<file path="src/rtl/pgd_pkg.sv">
package pgd_pkg;
    localparam int PLANES = 4;
    localparam int DW     = 8;
    localparam int ROT_W  = $clog2(DW);
    localparam int SEL_W  = $clog2(PLANES);
    localparam int IDX_W  = 4;

    typedef enum logic [1:0] {
        WM_DIRECT = 2'd0,
        WM_LATCH  = 2'd1,
        WM_SPREAD = 2'd2,
        WM_MASKED = 2'd3
    } wmode_e;

    typedef enum logic [1:0] {
        FN_PASS = 2'd0,
        FN_AND  = 2'd1,
        FN_OR   = 2'd2,
        FN_XOR  = 2'd3
    } func_e;

    typedef enum logic [2:0] {
        ST_IDLE,
        ST_WRITE,
        ST_RD_REQ,
        ST_RD_CAP,
        ST_RD_RET
    } state_e;

    typedef struct packed {
        logic [PLANES-1:0] fill_val;
        logic [PLANES-1:0] fill_en;
        logic [PLANES-1:0] cmp_col;
        logic [PLANES-1:0] dont_care;
        logic [PLANES-1:0] plane_we;
        logic [DW-1:0]     bit_mask;
        logic [ROT_W-1:0]  rot;
        func_e             func;
        logic [SEL_W-1:0]  rd_sel;
        wmode_e            wmode;
        logic              cmp_mode;
    } cfg_t;

    function automatic logic [DW-1:0] rot_right(input logic [DW-1:0] v,
                                                input logic [ROT_W-1:0] n);
        logic [2*DW-1:0] t;
        t = {v, v} >> n;
        return t[DW-1:0];
    endfunction
endpackage

</file>
<file path="src/rtl/pgd_regs.sv">
module pgd_regs
    import pgd_pkg::*;
(
    input  logic             clk,
    input  logic             rst_n,
    input  logic             reg_wr,
    input  logic [IDX_W-1:0] reg_idx,
    input  logic [DW-1:0]    reg_wdata,
    output cfg_t             cfg
);
    localparam logic [IDX_W-1:0] IX_FILL = 4'd0;
    localparam logic [IDX_W-1:0] IX_FEN  = 4'd1;
    localparam logic [IDX_W-1:0] IX_CCOL = 4'd2;
    localparam logic [IDX_W-1:0] IX_ROTF = 4'd3;
    localparam logic [IDX_W-1:0] IX_RSEL = 4'd4;
    localparam logic [IDX_W-1:0] IX_MODE = 4'd5;
    localparam logic [IDX_W-1:0] IX_DC   = 4'd6;
    localparam logic [IDX_W-1:0] IX_MASK = 4'd7;
    localparam logic [IDX_W-1:0] IX_PWE  = 4'd8;

    always_ff @(posedge clk) begin
        if (!rst_n) begin
            cfg          <= '0;
            cfg.bit_mask <= '1;
            cfg.plane_we <= '1;
        end else if (reg_wr) begin
            case (reg_idx)
                IX_FILL: cfg.fill_val  <= reg_wdata[PLANES-1:0];
                IX_FEN:  cfg.fill_en   <= reg_wdata[PLANES-1:0];
                IX_CCOL: cfg.cmp_col   <= reg_wdata[PLANES-1:0];
                IX_ROTF: begin
                    cfg.rot  <= reg_wdata[ROT_W-1:0];
                    cfg.func <= func_e'(reg_wdata[ROT_W+1:ROT_W]);
                end
                IX_RSEL: cfg.rd_sel    <= reg_wdata[SEL_W-1:0];
                IX_MODE: begin
                    cfg.wmode    <= wmode_e'(reg_wdata[1:0]);
                    cfg.cmp_mode <= reg_wdata[3];
                end
                IX_DC:   cfg.dont_care <= reg_wdata[PLANES-1:0];
                IX_MASK: cfg.bit_mask  <= reg_wdata;
                IX_PWE:  cfg.plane_we  <= reg_wdata[PLANES-1:0];
                default: ;
            endcase
        end
    end


    mode_field_chk: assert property (@(posedge clk) disable iff (!rst_n)
        (reg_wr && reg_idx == IX_MODE) |=> (cfg.wmode == wmode_e'($past(reg_wdata[1:0]))));
endmodule

</file>
<file path="src/rtl/pgd_wr_path.sv">
module pgd_wr_path
    import pgd_pkg::*;
(
    input  cfg_t                         cfg,
    input  logic [DW-1:0]                host_byte,
    input  logic [PLANES-1:0][DW-1:0]    latch,
    output logic [PLANES-1:0][DW-1:0]    wr_byte
);
    logic [DW-1:0] rot_byte;
    logic [DW-1:0] eff_mask;

    always_comb begin
        rot_byte = rot_right(host_byte, cfg.rot);
        eff_mask = (cfg.wmode == WM_MASKED) ? (rot_byte & cfg.bit_mask) : cfg.bit_mask;
    end

    for (genvar p = 0; p < PLANES; p++) begin : g_plane
        logic [DW-1:0] src;
        logic [DW-1:0] alu;
        logic [DW-1:0] res;

        always_comb begin
            unique case (cfg.wmode)
                WM_DIRECT: src = cfg.fill_en[p] ? {DW{cfg.fill_val[p]}} : rot_byte;
                WM_SPREAD: src = {DW{host_byte[p]}};
                WM_MASKED: src = {DW{cfg.fill_val[p]}};
                default:   src = latch[p];
            endcase
            unique case (cfg.func)
                FN_AND:  alu = src & latch[p];
                FN_OR:   alu = src | latch[p];
                FN_XOR:  alu = src ^ latch[p];
                default: alu = src;
            endcase
            if (cfg.wmode == WM_LATCH)
                res = latch[p];
            else
                res = (alu & eff_mask) | (latch[p] & ~eff_mask);
        end

        assign wr_byte[p] = res;
    end
endmodule

</file>
<file path="src/rtl/pgd_rd_path.sv">
module pgd_rd_path
    import pgd_pkg::*;
(
    input  cfg_t                         cfg,
    input  logic [PLANES-1:0][DW-1:0]    latch,
    output logic [DW-1:0]                rd_byte
);
    logic [DW-1:0] match;

    for (genvar i = 0; i < DW; i++) begin : g_bit
        logic [PLANES-1:0] column;
        for (genvar p = 0; p < PLANES; p++) begin : g_col
            assign column[p] = latch[p][i];
        end
        assign match[i] = &(~(column ^ cfg.cmp_col) | cfg.dont_care);
    end

    always_comb begin
        if (cfg.cmp_mode)
            rd_byte = match;
        else
            rd_byte = latch[cfg.rd_sel];
    end
endmodule

</file>
<file path="src/rtl/planar_gfx_dp.sv">
module planar_gfx_dp
    import pgd_pkg::*;
(
    input  logic                 clk,
    input  logic                 rst_n,
    input  logic                 reg_wr,
    input  logic [IDX_W-1:0]     reg_idx,
    input  logic [DW-1:0]        reg_wdata,
    input  logic                 host_wr,
    input  logic                 host_rd,
    input  logic [DW-1:0]        host_wdata,
    output logic                 host_ready,
    output logic [DW-1:0]        host_rdata,
    output logic                 host_rvalid,
    output logic                 mem_rd,
    input  logic [PLANES*DW-1:0] mem_rdata,
    output logic [PLANES-1:0]    mem_we,
    output logic [PLANES*DW-1:0] mem_wdata
);
    cfg_t                      cfg;
    state_e                    state_q, state_d;
    logic [DW-1:0]             wbyte_q;
    logic [PLANES-1:0][DW-1:0] latch_q;
    logic [PLANES-1:0][DW-1:0] wr_byte;
    logic [DW-1:0]             rd_byte;

    pgd_regs u_regs (
        .clk       (clk),
        .rst_n     (rst_n),
        .reg_wr    (reg_wr),
        .reg_idx   (reg_idx),
        .reg_wdata (reg_wdata),
        .cfg       (cfg)
    );

    pgd_wr_path u_wr (
        .cfg       (cfg),
        .host_byte (wbyte_q),
        .latch     (latch_q),
        .wr_byte   (wr_byte)
    );

    pgd_rd_path u_rd (
        .cfg     (cfg),
        .latch   (latch_q),
        .rd_byte (rd_byte)
    );

    always_ff @(posedge clk) begin
        if (!rst_n) state_q <= ST_IDLE;
        else        state_q <= state_d;
    end

    always_comb begin
        state_d = state_q;
        unique case (state_q)
            ST_IDLE: begin
                if (host_rd)      state_d = ST_RD_REQ;
                else if (host_wr) state_d = ST_WRITE;
            end
            ST_WRITE:  state_d = ST_IDLE;
            ST_RD_REQ: state_d = ST_RD_CAP;
            ST_RD_CAP: state_d = ST_RD_RET;
            ST_RD_RET: state_d = ST_IDLE;
            default:   state_d = ST_IDLE;
        endcase
    end

    always_comb begin
        host_ready  = 1'b0;
        host_rvalid = 1'b0;
        mem_rd      = 1'b0;
        mem_we      = '0;
        unique case (state_q)
            ST_IDLE:   host_ready  = 1'b1;
            ST_WRITE:  mem_we      = cfg.plane_we;
            ST_RD_REQ: mem_rd      = 1'b1;
            ST_RD_CAP: ;
            ST_RD_RET: host_rvalid = 1'b1;
            default:   ;
        endcase
    end

    always_ff @(posedge clk) begin
        if (!rst_n) begin
            wbyte_q <= '0;
            latch_q <= '0;
        end else begin
            if (state_q == ST_IDLE && host_wr && !host_rd)
                wbyte_q <= host_wdata;
            if (state_q == ST_RD_CAP)
                latch_q <= mem_rdata;
        end
    end

    assign mem_wdata  = wr_byte;
    assign host_rdata = rd_byte;


    we_after_accept_chk: assert property (@(posedge clk) disable iff (!rst_n)
        (|mem_we) |-> $past(host_wr && host_ready));


    mask_keeps_latch_chk: assert property (@(posedge clk) disable iff (!rst_n)
        (|mem_we) |-> (((mem_wdata ^ latch_q) & ~{PLANES{cfg.bit_mask}}) == '0));


    rvalid_timing_chk: assert property (@(posedge clk) disable iff (!rst_n)
        host_rvalid |-> $past(mem_rd, 2));


    rvalid_pulse_chk: assert property (@(posedge clk) disable iff (!rst_n)
        host_rvalid |=> !host_rvalid);


    rd_after_accept_chk: assert property (@(posedge clk) disable iff (!rst_n)
        mem_rd |-> $past(host_rd && host_ready));


    no_rd_we_overlap_chk: assert property (@(posedge clk) disable iff (!rst_n)
        !(mem_rd && (|mem_we)));
endmodule

</file>
<file path="config.mk">
export PLATFORM = sky130hd
export DESIGN_NAME = planar_gfx_dp
export DESIGN_NICKNAME = d
export VERILOG_FILES = /design/src/rtl/pgd_pkg.sv /design/src/rtl/pgd_regs.sv /design/src/rtl/pgd_wr_path.sv /design/src/rtl/pgd_rd_path.sv /design/src/rtl/planar_gfx_dp.sv
export SDC_FILE = /design/constraint.sdc
export NUM_CORES = 1
export LEC_CHECK = 0
export CAP_MARGIN = 25
export CORE_MARGIN = 2
export CORE_UTILIZATION = 50
export CTS_CLUSTER_SIZE = 14
export DETAILED_ROUTE_END_ITERATION = 6
export DONT_BUFFER_PORTS = 1
export GPL_ROUTABILITY_DRIVEN = 0
export HOLD_SLACK_MARGIN = 0.12
export SLEW_MARGIN = 20
export SYNTH_ARGS = -nofsm -noshare
export SYNTH_HDL_FRONTEND = slang
export SYNTH_SLANG_ARGS = --single-unit
</file>
<file path="constraint.sdc">
create_clock -name clk -period 3.8 [get_ports clk]
set_input_delay 0.57 -clock clk [delete_from_list [all_inputs] [get_ports clk]]
set_output_delay 0.57 -clock clk [all_outputs]
set_load 0.01 [all_outputs]
</file>
After elaboration in Yosys (flattened, before gate mapping) --
Cells that the tools add are included.
Word-level totals: register bits 81, latch bits 0, RAM bits 0, ROM bits 0, input bits 57, output and inout port bits 47, word-level logic and storage cells 138, memories 0
Operators by class: add/sub/neg operators 0, multipliers 0, div/mod/pow operators 0, order comparisons 1, eq/ne operators 19, shift-type cells 1, mux-type cells 27, bitwise operators 50, reduce and logical (&&, ||, !) cells 23
Operators with widths (number):
- $pmux W8 S3 | 8
- $and A8 B8 Y8 | 13
- $mux W8 | 11
- $or A8 B8 Y8 | 8
- $not A4 Y4 | 8
- $or A4 B4 Y4 | 8
- $reduce_and A4 Y1 | 8
- $xor A4 B4 Y4 | 8
- $xor A8 B8 Y8 | 4
- $reduce_and A2 Y1 | 9
- $bmux W8 S2 | 1
- $eq A4 B3 Y1 const B | 4
- $shr A16 B3 Y8 | 1
- $pmux W3 S3 | 1
- $eq A2 B2 Y1 const B | 4
- $eq A4 B2 Y1 const B | 2
- $not A8 Y8 | 1
- $eq A3 B2 Y1 const B | 2
- $mux W3 | 2
- $eq A2 B1 Y1 const B | 2
- $eq A4 B1 Y1 const B | 1
- $eq A4 B4 Y1 const B | 1
- $logic_not A4 Y1 | 1
- $mux W4 | 1
- other kinds (9) | 12

Longest topological paths before layout --
Gate-level depths: netlist (run 1).
depth in word-level cells 8, gate-level depth with buffers 12, depth with buffers taken out 10

Cells and area by module --
From an unflattened synthesis (run 1), not the netlist that was laid out.
Unflattened totals: cells, all modules 860, area, all modules 6705.2 um^2
By module, submodules not included:
- pgd_wr_path | instances 1, cells an instance 434, area an instance 2730.1 um^2, sequential area each 0.0 um^2
- planar_gfx_dp | instances 1, cells an instance 195, area an instance 1750.4 um^2, sequential area each 860.8 um^2
- pgd_regs | instances 1, cells an instance 147, area an instance 1515.2 um^2, sequential area each 760.7 um^2
- pgd_rd_path | instances 1, cells an instance 84, area an instance 709.4 um^2, sequential area each 0.0 um^2

Worst setup path before layout (run 1) --
Ideal clock, no wire load.
path kind register -> output, start register, netlist name u_regs.cfg[7], end output port mem_wdata[29], data arrival time 2.639 ns, required time 3.230 ns, setup slack 0.591 ns, stages on the path, launching flop included 10, path buffers 1, cell sequence dfxtp_1 -> buf_6 -> mux4_2 -> mux2_2 -> o211a_1 -> ha_1 -> and3_1 -> o311ai_0 -> a221oi_1 -> a2bb2oi_1
Between the ends: word-level cells in the longest chain between the ends 8, elaborated cells between the ends (all ways) 14, classes of those cells shift (1); mux (5); bitwise (8)
RTL lines:
- $shr A16 B3 Y8 * | line pgd_pkg.sv:47 | t = {v, v} >> n;
- $mux W8 | line pgd_wr_path.sv:24 | WM_DIRECT: src = cfg.fill_en[p] ? {DW{cfg.fill_val[p]}} : rot_byte;
- $pmux W8 S3 | line pgd_wr_path.sv:23 | unique case (cfg.wmode)
- $xor A8 B8 Y8, or another cell as far along | line pgd_wr_path.sv:32 | FN_XOR: alu = src ^ latch[p];
- $pmux W8 S3 | line pgd_wr_path.sv:29 | unique case (cfg.func)
- $and A8 B8 Y8 | line pgd_wr_path.sv:38 | res = (alu & eff_mask) | (latch[p] & ~eff_mask);
- $or A8 B8 Y8 * | line pgd_wr_path.sv:38
- $mux W8 * | line pgd_wr_path.sv:35 | if (cfg.wmode == WM_LATCH)
- end, declared | line planar_gfx_dp.sv:18 | output logic [PLANES*DW-1:0] mem_wdata
Mark *: on every way between the ends. The rest lies on a longest branch, timed or not.

Worst setup path in the final report (run 1) --
start register, netlist name u_regs.cfg[7], end output port mem_wdata[29]
Between the ends: word-level cells in the longest chain between the ends 8, elaborated cells between the ends (all ways) 14, classes of those cells shift (1); mux (5); bitwise (8)
RTL lines (line):
- $shr A16 B3 Y8 * | pgd_pkg.sv:47
- $mux W8 | pgd_wr_path.sv:24
- $pmux W8 S3 | pgd_wr_path.sv:23
- $xor A8 B8 Y8, or another cell as far along | pgd_wr_path.sv:32
- $pmux W8 S3 | pgd_wr_path.sv:29
- $and A8 B8 Y8 | pgd_wr_path.sv:38
- $or A8 B8 Y8 * | pgd_wr_path.sv:38
- $mux W8 * | pgd_wr_path.sv:35
Marked as above.

==> metrics.log, run 1 <==
[metrics] portion of the post-synthesis area used by sequential elements: a little over a fifth
[metrics] commonest non-fill, non-tap cells in the layout: 205 x sky130_fd_sc_hd__nand2_1, 78 x sky130_fd_sc_hd__dfxtp_1, 53 x sky130_fd_sc_hd__mux2i_1, 49 x sky130_fd_sc_hd__a21oi_1, 46 x sky130_fd_sc_hd__inv_1
[metrics] unique cell type count in the Yosys netlist: 65
[metrics] final-stage net count: approximately 1,000
[metrics] warning count from the yosys run: 0
[metrics] mean post-synth cell area: 8.00 um^2
[metrics] aggregate routed wire length: 23,400 um
[metrics] net count after synthesis: 1,012
[metrics] wire length of the first global-routing pass: between 30,000 and 40,000 um
[metrics] Max Cap Violations: 0
[metrics] Clock Root Buffer: sky130_fd_sc_hd__clkbuf_16
[metrics] vias after detailed routing: 7,013
[metrics] total power per unit cell area: 270 nW/um^2
[metrics] routing usage on met2: between 40 and 50%
[metrics] gate count after technology mapping: between 900 and 1,000
[metrics] hold buffer count at CTS: 0
[metrics] worst setup path startpoint: u_regs.cfg[7]$_SDFFE_PN0P_
[metrics] pin count of the biggest net entering global routing: 81
[metrics] period utilization: 97.3%
[metrics] Peak Freq: around 270 MHz
[metrics] required arrival time at the worst endpoint: ~3.2 ns
[metrics] critical-path cell with the highest stage delay: sky130_fd_sc_hd__mux4_2
[metrics] Crit path arrival time: 3.13 ns
[metrics] height of the chip: approximately 130 um
[metrics] total half-perimeter wirelength after legalization and detailed placement: roughly 17,000 um
[metrics] count of flip-flops with a built-in enable after synthesis: 0
[metrics] number of failing hold endpoints at the final stage: 0
[metrics] setup repair after global routing missed its margin: true
[metrics] largest stage delay on the critical path: about 0.57 ns
[metrics] insertion delay to the later sink of the worst-skew pair: roughly 0.35 ns
[metrics] M1 GR Usage: about 39%
[metrics] fraction of met3 tracks used by global routing: approximately 7.4%
[metrics] clock tree buffer depth: 2
[metrics] cells along the critical path: mux4_2 -> mux2_4 -> o211a_1 -> ha_1 -> and3_4 -> o311ai_0 -> a221oi_1 -> a2bb2oi_1 -> buf_4
[metrics] Critical path buffers and inverters: 1
[metrics] total power after layout: approximately 0.0022 W
[metrics] summed instance area of the synthesized netlist: about 7400 um^2
[metrics] residual DRC count: 0
[metrics] number of endpoints failing setup at the final stage: 0
[metrics] CP Max Fanout: 6
[metrics] FP Rows: 44
[metrics] Worst path depth: 9
[metrics] max-slew violation count: 0
[metrics] tightest slew margin relative to the limit: a little over two fifths
[metrics] highest-utilization routing layer at the global route stage: met2
[metrics] family with the most delay on the worst path: multiplexers
[metrics] post-synthesis async set-or-reset flop share: 0%
[metrics] fraction of final layout cells sized beyond drive strength 1: 13.7%
[metrics] result of the run: finished clean
[metrics] transition time of the tightest slew-check pin: around 0.84 ns
[metrics] residual overflow from global routing: 0
[metrics] Initial Utilization: 51.0%
[metrics] total clock buffers created by CTS: 9
[metrics] hold wc startpoint: rst_n
[metrics] # clock sinks: a little over 80
[metrics] Antenna Nets Post-Route: 0
[metrics] CP Capture Type: output port
[metrics] HP Class: input pin to register
[metrics] most frequent standard cell in the layout excluding fill and tap cells: sky130_fd_sc_hd__nand2_1
[metrics] area added between synthesis and finish: 7.88%
[metrics] H-tree depth reported by CTS: 3
[metrics] Leakage: ~3.1 nW
[metrics] number of global-route vias before repair: around 6,700
[metrics] First DRT Iteration DRCs: around 620
[metrics] final critical-path required period: around 3.7 ns
[metrics] GRT Overall Usage: 29.6%
[metrics] area of the core region: ~14,000 um^2
[metrics] count of buffers inserted at the top-level ports: 0
[metrics] maximum vdd ir drop: between 300 and 400 uV
[metrics] initial antenna violation count: 0
[metrics] skew final: 0.00497 ns
[metrics] CTS tree: yes
[metrics] via density per instance: ~6.4
[metrics] routed length per instance: ~21 um
[metrics] die span in x: roughly 130 um
[metrics] number of stages on the worst hold path: 1
[metrics] Reg2Reg Depth: 4
[metrics] ports placed on the boundary: approximately 100
[metrics] number of detailed-route iterations in the first pass: 7
[metrics] class of the most critical setup path: register to output port
[metrics] startpoint kind of the worst setup timing path: register
[metrics] number of storage elements in the synthesis netlist: 81
[metrics] hold_ws: around 0.31 ns
[metrics] die area: approximately 16,000 um^2
[metrics] worst reg2reg startpoint: state_q[2]$_SDFFE_PN0P_
[metrics] diode count: 0
[metrics] top_reg_cell synth: sky130_fd_sc_hd__dfxtp_1
[metrics] clock transition at the registers of the reported paths: about 0.070 ns
report_power, final:
| group | internal (W) | switching, W | total, W |
|---|---|---|---|
| Sequential | 0.000868 | 0.0000413 | 0.000909 |
| Clock | 0.000455 | 0.000390 | 0.000845 |
| Combinational | 0.000181 | 0.000218 | 0.000398 |
| Total | 0.00150 | 0.000649 | 0.00215 |
synth_stat cells (all sizes together), types with 10 or more instances:
cell type,instances,area (um^2)
dfxtp,81,1620
mux2i,54,553
mux4,16,360
buf,21,104
o21a,30,225
a21boi,37,278
nand2b,12,75.1
o221a,26,293
inv,46,173
and2,10,62.6
o21ai,47,235
nor2,18,67.6
nand2,205,769
o221ai,25,363
a21oi,49,245
ha,32,400
xnor2,32,280
nor2b,32,200
o22ai,17,106
nor3b,10,90.1
clkbuf,43,161
metrics by stage:
stage	area [um^2]	util, %	worst slack, ns	instances	TNS, ns
floorplan	7380	-	0.591	923	0
global placement	7590	52.4	0.448	1075	0
detailed placement	7610	52.6	0.358	1077	0
CTS	7900	54.5	0.0745	1093	0
global route	7960	55.0	-0.0126	1095	-0.0194
finish	7960	55.0	0.104	1095	0
timing repair:
item | CTS | global route
hold endpoints to repair | 0 | 0
gates resized for setup | 1 | 8
setup endpoints to repair | 7 | 13
buffers inserted | 0 | 2
gates cloned | 0 | 0
pin swaps | 0 | 2
cells by family (layout without fill, tap and decap cells):
kind of cell / Yosys count / in the layout / synth area share, %
AO/OA/AOI/OAI: 274 / 274 / 29.3
XOR/XNOR: 32 / 32 / 3.80
adder cells (fa/ha/maj): 32 / 32 / 5.43
buffers and inverters: 110 / 98 / 5.93
flip-flops: 81 / 81 / 22.0
multiplexers: 78 / 78 / 13.7
AND/OR/NAND/NOR: 316 / 316 / 19.9
layout make-up:
type / count / area, um^2
clock buffer: 9 / 225
clock inverter: 7 / 58.8
fill: 1378 / 6520
inverter: 46 / 173
multi-input combinational: 732 / 5370
sequential: 81 / 1630
tap: 184 / 230
timing repair buffer: 36 / 278
worst paths after layout:
check,end,slack [ns]
worst max-delay path,mem_wdata[29],0.10
worst min-delay path,u_regs.cfg[13]$_SDFFE_PN1P_,0.31
worst max register to register,wbyte_q[2]$_SDFFE_PN0P_,2.11
worst min register to register,u_regs.cfg[20]$_SDFFE_PN1P_,0.48
layer usage:
metal | up-vias | wire length (um)
li1 | 3282 | -
met1 | 3331 | 9820
met2 | 331 | 10600
met3 | 69 | 2140
met4 | 0 | 826
met5 | - | 0
flip-flops by register name, summed over array words and instances (netlist names):
signal      cells
latch_q        32
wbyte_q         8
u_regs.cfg     38
state_q         3
(Power assumes the default switching activity.)
==> inputs of run 2 (changes only) <==
- CORE_UTILIZATION: 50 -> 48
==> run 2 against run 1 <==
Final area up 0.55%. Worst hold slack worse by 0.016 ns. Maximum frequency fell by 0.92%. Combinational power is 2% higher. Wire length is 1.2% higher. Critical endpoint unchanged. Clock power rose by 2%. Cell count increased by 0.55%. First-iteration DRC count is 9.2% lower. Via count hardly changed. Total power up 1.0%. Non-clock buffer count grew 2.
==> metrics.log, run 2 (synthesized netlist as in run 1, its figures left out) <==
[metrics] number of failing hold endpoints at the final stage: 0 (unchanged)
[metrics] wire length of the first global-routing pass: 37,100 um (+0.62%)
[metrics] flip-flop count of the largest register, all copies and words added: 38 (unchanged)
[metrics] most frequent standard cell in the layout excluding fill and tap cells: sky130_fd_sc_hd__nand2_1
[metrics] initial antenna violation count: 0 (unchanged)
[metrics] number of global-route vias before repair: 6,791 (+1.1%)
[metrics] setup repair after global routing missed its margin: true
[metrics] area of the core region: 15,100 um^2 (+4.2%)
[metrics] count of buffers inserted at the top-level ports: 0 (unchanged)
[metrics] GRT Overall Usage: 29.1% (-0.47 points)
[metrics] required arrival time at the worst endpoint: 3.23 ns (about the same)
[metrics] Max Cap Violations: 0 (unchanged)
[metrics] Crit path arrival time: 3.16 ns (+0.03 ns)
[metrics] total power per unit cell area: 272 nW/um^2 (+0.49%)
[metrics] Antenna Nets Post-Route: 0 (unchanged)
[metrics] residual overflow from global routing: 0 (unchanged)
[metrics] CP Max Fanout: 5 (-1)
[metrics] pin count of the biggest net entering global routing: 81 (unchanged)
[metrics] clock transition at the registers of the reported paths: 0.07 ns (about the same)
[metrics] diode count: 0 (unchanged)
[metrics] transition time of the tightest slew-check pin: 0.849 ns (+0.00848 ns)
[metrics] cells along the critical path: mux4_2 -> mux2_2 -> o211a_1 -> ha_1 -> and3_1 -> o311ai_0 -> a221oi_1 -> a2bb2oi_1 -> buf_4
[metrics] Sum Neg Setup Slack: 0 ns (unchanged)
[metrics] # clock sinks: 81 (unchanged)
[metrics] period utilization: 98.2% (+0.91 points)
[metrics] startpoint kind of the worst setup timing path: register
[metrics] fraction of final layout cells sized beyond drive strength 1: 14.0% (+0.30 points)
[metrics] tightest slew margin relative to the limit: 43.2% (-0.57 points)
[metrics] final-stage net count: 997 (+0.20%)
[metrics] die area: 16,400 um^2 (+4.0%)
[metrics] HP Class: input pin to register
[metrics] area added between synthesis and finish: 8.48%
[metrics] number of detailed-route iterations in the first pass: 5 (-2)
[metrics] die span in x: 128 um (+2.0%)
[metrics] maximum vdd ir drop: 224 uV (-34%)
[metrics] result of the run: finished clean
[metrics] FP Rows: 45 (+2.3%)
[metrics] total power after layout: 0.00218 W (+1.0%)
[metrics] largest stage delay on the critical path: 0.57 ns (about the same)
[metrics] total half-perimeter wirelength after legalization and detailed placement: 17,900 um (+2.5%)
[metrics] routed length per instance: 21.5 um (+0.63%)
[metrics] core occupancy in the finished layout: 53.1% (-1.9 points)
[metrics] class of the most critical setup path: register to output port
[metrics] Leakage: 3.14 nW (+0.69%)
[metrics] total clock buffers created by CTS: 9 (unchanged)
[metrics] insertion delay to the later sink of the worst-skew pair: 0.34 ns (about the same)
[metrics] Largest Register: u_regs.cfg
[metrics] ports placed on the boundary: 104 (unchanged)
[metrics] CP Capture Type: output port
[metrics] Clock Root Buffer: sky130_fd_sc_hd__clkbuf_16
[metrics] vias after detailed routing: 7,010 (-0.043%)
[metrics] worst reg2reg startpoint: state_q[2]$_SDFFE_PN0P_
[metrics] residual DRC count: 0 (unchanged)
[metrics] fill count: 1,423 (+3.3%)
[metrics] First DRT Iteration DRCs: 564 (-9.2%)
[metrics] Initial Utilization: 48.9% (-2.1 points)
[metrics] hold wc startpoint: rst_n
[metrics] Peak Freq: 268 MHz (-0.92%)
[metrics] height of the chip: 128 um (+2.0%)
[metrics] final critical-path required period: 3.73 ns (+0.0344 ns)
[metrics] skew final: 0.00781 ns (+0.00284 ns)
[metrics] commonest non-fill, non-tap cells in the layout: 204 x sky130_fd_sc_hd__nand2_1, 76 x sky130_fd_sc_hd__dfxtp_1, 53 x sky130_fd_sc_hd__mux2i_1, 49 x sky130_fd_sc_hd__a21oi_1, 46 x sky130_fd_sc_hd__inv_1
[metrics] worst setup path startpoint: u_regs.cfg[7]$_SDFFE_PN0P_
[metrics] critical-path cell with the highest stage delay: sky130_fd_sc_hd__mux4_2
[metrics] clock tree buffer depth: 2 (unchanged)
[metrics] aggregate routed wire length: 23,700 um (+1.2%)
[metrics] H-tree depth reported by CTS: 3 (unchanged)
[metrics] via density per instance: 6.37 (-0.59%)
[metrics] CTS tree: yes
[metrics] number of endpoints failing setup at the final stage: 0 (unchanged)
[metrics] hold buffer count at CTS: 0 (unchanged)
[metrics] largest registers: u_regs.cfg (38), latch_q (32), wbyte_q (8)
[metrics] max-slew violation count: 0 (unchanged)
-- run 2: critical path: cells and delay by family (launching register included) --
family / cells / cell delay [ns]
multiplexers: 2 / 0.92
AND/OR/NAND/NOR: 1 / 0.20
buffers and inverters: 1 / 0.16
flip-flops: 1 / 0.37
AO/OA/AOI/OAI: 4 / 0.91
adder cells (fa/ha/maj): 1 / 0.27
-- run 2: repair_timing --
action                     in CTS  in global routing
resized for setup               0                 14
setup endpoints to repair       0                 29
setup buffers                   0                  2
-- run 2: final cells by class --
cell class              count  area (um^2)  share of cell area, %
multi-input cells         732         5380                   67.2
flip-flops and latches     81         1630                   20.3
repair buffers             38          293                   3.66
well taps                 188          235                   2.94
clock buffers               9          225                   2.81
inverters                  46          173                   2.16
clock inverters             7         72.6                  0.907
-- run 2: stage by stage --
| stage | hold WS (ns) | instance area [um^2] | setup WS (ns) | std cells |
|---|---|---|---|---|
| after detailed placement | 0.463 | 7620 | 0.401 | 1082 |
| after CTS | 0.286 | 7920 | 0.0218 | 1098 |
| after floorplan | 0.436 | 7380 | 0.591 | 923 |
| final | 0.299 | 8010 | 0.0694 | 1101 |
| after global routing | 0.286 | 8010 | -0.0830 | 1101 |
| after global placement | 0.448 | 7610 | 0.512 | 1081 |
-- run 2: final timing paths --
kind | to | cells past startpoint | slack (ns)
worst min-delay path | u_regs.cfg[21]$_SDFFE_PN1P_ | 1 | 0.30
worst max register to register | wbyte_q[7]$_SDFFE_PN0P_ | 4 | 2.13
worst min register to register | u_regs.cfg[21]$_SDFFE_PN1P_ | 2 | 0.47
worst max-delay path | mem_wdata[29] | 9 | 0.07
-- run 2: metal layers --
| layer | track usage, % | share of wire (%) | vias to the layer above | routed length [um] |
|---|---|---|---|---|
| li1 | - | - | 3288 | - |
| met1 | 37.5 | 41 | 3342 | 9780 |
| met2 | 47.4 | 46 | 329 | 10900 |
| met3 | 6.22 | 9.5 | 51 | 2240 |
| met4 | 12.0 | 3.0 | 0 | 714 |
| met5 | 0 | 0 | - | 0 |
-- run 2: report_power, final --
group          switching, W  total, W  internal, W
Sequential        0.0000410  0.000910     0.000869
Combinational      0.000224  0.000406     0.000183
Clock              0.000397  0.000860     0.000463
Total              0.000661   0.00218      0.00151
==> inputs of run 3 (changes only) <==
- RECOVER_POWER: not set -> 50
==> run 3 against run 2 <==
Combinational power barely moved. Setup slack got worse by 0.0031 ns. Worst hold slack barely moved. Sequential share of layout area barely moved. Non-clock buffer count did not move.
==> metrics.log, run 3 (synthesized netlist as in run 1, its figures left out) <==
[metrics] max-slew violation count: 0 (unchanged)
[metrics] Placement Setup Slack: 0.401 ns (unchanged)
[metrics] net switching power figure: 0.000661 W (about the same)
[metrics] CP Capture Type: output port
[metrics] residual DRC count: 0 (unchanged)
[metrics] aggregate routed wire length: 23,700 um (+0.11%)
[metrics] number of failing hold endpoints at the final stage: 0 (unchanged)
[metrics] final cell count without fillers: 1,101 (unchanged)
[metrics] worst hold endpoint: u_regs.cfg[10]$_SDFFE_PN1P_
[metrics] flip-flop count of the largest register, all copies and words added: 38 (unchanged)
[metrics] fraction of power consumed by sequential logic: 41.8% (about the same)
[metrics] via density per instance: 6.37 (about the same)
[metrics] initial antenna violation count: 0 (unchanged)
[metrics] startpoint kind of the worst setup timing path: register
[metrics] insertion delay to the later sink of the worst-skew pair: 0.34 ns (about the same)
[metrics] hold_ws: 0.299 ns (-0.000194 ns)
[metrics] Reg2Reg Depth: 3 (-1)
[metrics] Antenna Nets Post-Route: 0 (unchanged)
[metrics] commonest non-fill, non-tap cells in the layout: 204 x sky130_fd_sc_hd__nand2_1, 76 x sky130_fd_sc_hd__dfxtp_1, 53 x sky130_fd_sc_hd__mux2i_1, 49 x sky130_fd_sc_hd__a21oi_1, 46 x sky130_fd_sc_hd__inv_1
[metrics] number of detailed-route iterations in the first pass: 5 (unchanged)
[metrics] number of stages on the worst hold path: 1 (unchanged)
[metrics] Peak Freq: 268 MHz (about the same)
[metrics] number of endpoints failing setup at the final stage: 0 (unchanged)
[metrics] # clock sinks: 81 (unchanged)
[metrics] clock tree buffer depth: 2 (unchanged)
[metrics] H-tree depth reported by CTS: 3 (unchanged)
[metrics] hold buffer count at CTS: 0 (unchanged)
[metrics] residual overflow from global routing: 0 (unchanged)
[metrics] class of the most critical setup path: register to output port
[metrics] worst reg2reg startpoint: state_q[1]$_SDFFE_PN0P_
[metrics] ports placed on the boundary: 104 (unchanged)
[metrics] Crit path arrival time: 3.16 ns (about the same)
[metrics] pin count of the biggest net entering global routing: 81 (unchanged)
[metrics] transition time of the tightest slew-check pin: 1.06 ns (+0.206 ns)
[metrics] area of the core region: 15,100 um^2 (unchanged)
[metrics] GRT Overall Usage: 29.1% (unchanged)
[metrics] fraction of final layout cells sized beyond drive strength 1: 13.8% (-0.22 points)
[metrics] CTS tree: yes
[metrics] result of the run: finished clean
[metrics] Max Cap Violations: 0 (unchanged)
[metrics] internal power consumption: 0.00151 W (about the same)
[metrics] maximum vdd ir drop: 225 uV (+0.58%)
[metrics] R2R Setup Slk: 1.95 ns (-0.18 ns)
[metrics] FP Rows: 45 (unchanged)
[metrics] fraction of power spent switching nets: 30.4% (about the same)
[metrics] area added between synthesis and finish: 8.41% (about the same)
[metrics] Logic pwr share: 18.7% (about the same)
[metrics] number of global-route vias before repair: 6,791 (unchanged)
[metrics] vias after detailed routing: 7,015 (+0.071%)
[metrics] die span in x: 128 um (unchanged)
[metrics] final-stage net count: 997 (unchanged)
[metrics] hold wc startpoint: rst_n
[metrics] Sum Neg Setup Slack: 0 ns (unchanged)
[metrics] HP Class: input pin to register
[metrics] required arrival time at the worst endpoint: 3.23 ns (about the same)
[metrics] routed length per instance: 21.5 um (+0.11%)
[metrics] period utilization: 98.3% (about the same)
[metrics] diode count: 0 (unchanged)
[metrics] total clock buffers created by CTS: 9 (unchanged)
[metrics] wire length of the first global-routing pass: 37,100 um (unchanged)
[metrics] part of the power in the clock network: 39.5% (about the same)
[metrics] Largest Register: u_regs.cfg
[metrics] worst path setup slack after routing: 0.0662 ns (-0.00314 ns)
[metrics] Initial Utilization: 48.9% (unchanged)
[metrics] die area: 16,400 um^2 (unchanged)
[metrics] total power after layout: 0.00217 W (about the same)
[metrics] First DRT Iteration DRCs: 564 (unchanged)
[metrics] count of buffers inserted at the top-level ports: 0 (unchanged)
[metrics] Leakage: 3.14 nW (-0.14%)
[metrics] number of placed instances with taps included: 1,082 (unchanged)
[metrics] CP Max Fanout: 5 (unchanged)
[metrics] largest registers: u_regs.cfg (38), latch_q (32), wbyte_q (8)
[metrics] Clock Root Buffer: sky130_fd_sc_hd__clkbuf_16
[metrics] skew final: 0.00654 ns (-0.00127 ns)
[metrics] final critical-path required period: 3.73 ns (+0.00314 ns)
[metrics] total half-perimeter wirelength after legalization and detailed placement: 17,900 um (unchanged)
[metrics] tightest slew margin relative to the limit: 29.6% (-14 points)
[metrics] worst r2r dst: latch_q[13]$_SDFFE_PN0P_
[metrics] height of the chip: 128 um (unchanged)
[metrics] clock transition at the registers of the reported paths: 0.07 ns (about the same)
[metrics] most frequent standard cell in the layout excluding fill and tap cells: sky130_fd_sc_hd__nand2_1
[metrics] setup repair after global routing missed its margin: true
[metrics] total power per unit cell area: 272 nW/um^2 (about the same)
-- run 3: repair_timing --
item | CTS | global route
buffers inserted | 0 | 2
setup endpoints to repair | 0 | 29
gates resized for setup | 0 | 14
-- run 3: how the worst max path moves through the flow --
stage,end,slack [ns],from,cells past startpoint
floorplan,mem_wdata[29],0.59,u_regs.cfg[7]$_SDFFE_PN0P_,9
global placement,mem_wdata[29],0.51,u_regs.cfg[7]$_SDFFE_PN0P_,9
detailed placement,mem_wdata[3],0.40,u_regs.cfg[7]$_SDFFE_PN0P_,11
CTS,mem_wdata[3],0.02,u_regs.cfg[7]$_SDFFE_PN0P_,11
global route,mem_wdata[29],-0.08,u_regs.cfg[7]$_SDFFE_PN0P_,9
finish,mem_wdata[29],0.07,u_regs.cfg[7]$_SDFFE_PN0P_,9
-- run 3: final cells by class --
cell class,instances,area (um^2)
timing repair buffer,38,289
fill,1423,7090
clock buffer,9,225
sequential,81,1630
clock inverter,7,72.6
tap,188,235
inverter,46,173
multi-input combinational,732,5380
-- run 3: critical path, stage by stage, from the launching register on --
cell and delay (ns):
sky130_fd_sc_hd__dfxtp_2 0.37, sky130_fd_sc_hd__mux4_2 0.57, sky130_fd_sc_hd__mux2_2 0.35, sky130_fd_sc_hd__o211a_1 0.26, sky130_fd_sc_hd__ha_1 0.27, sky130_fd_sc_hd__and3_1 0.20
sky130_fd_sc_hd__o311ai_0 0.13, sky130_fd_sc_hd__a221oi_1 0.28, sky130_fd_sc_hd__a2bb2oi_1 0.24, sky130_fd_sc_hd__buf_4 0.16
-- run 3: routing by layer --
| layer | global-route usage, % | share of wire, % | vias to the layer above |
|---|---|---|---|
| li1 | - | - | 3289 |
| met2 | 47.4 | 46 | 319 |
| met4 | 12.0 | 3.2 | 0 |
| met1 | 37.5 | 42 | 3349 |
| met3 | 6.22 | 8.7 | 58 |
| met5 | 0 | 0 | - |
-- run 3: through the flow --
step	utilization [%]	instance area, um^2
after floorplan	-	7380
after global placement	50.4	7610
final	53.0	8000
after detailed placement	50.5	7620
after CTS	52.5	7920
after global routing	53.0	8000
-- run 3: power by group through the flow --
stage                     clock network [W]  registers [W]  logic [W]
final                              0.000859       0.000910   0.000406
after global routing               0.000909       0.000912   0.000444
after CTS                          0.000875       0.000908   0.000396
after detailed placement                  0       0.000927   0.000393
after global placement                    0       0.000926   0.000380
after floorplan                           0       0.000908   0.000323
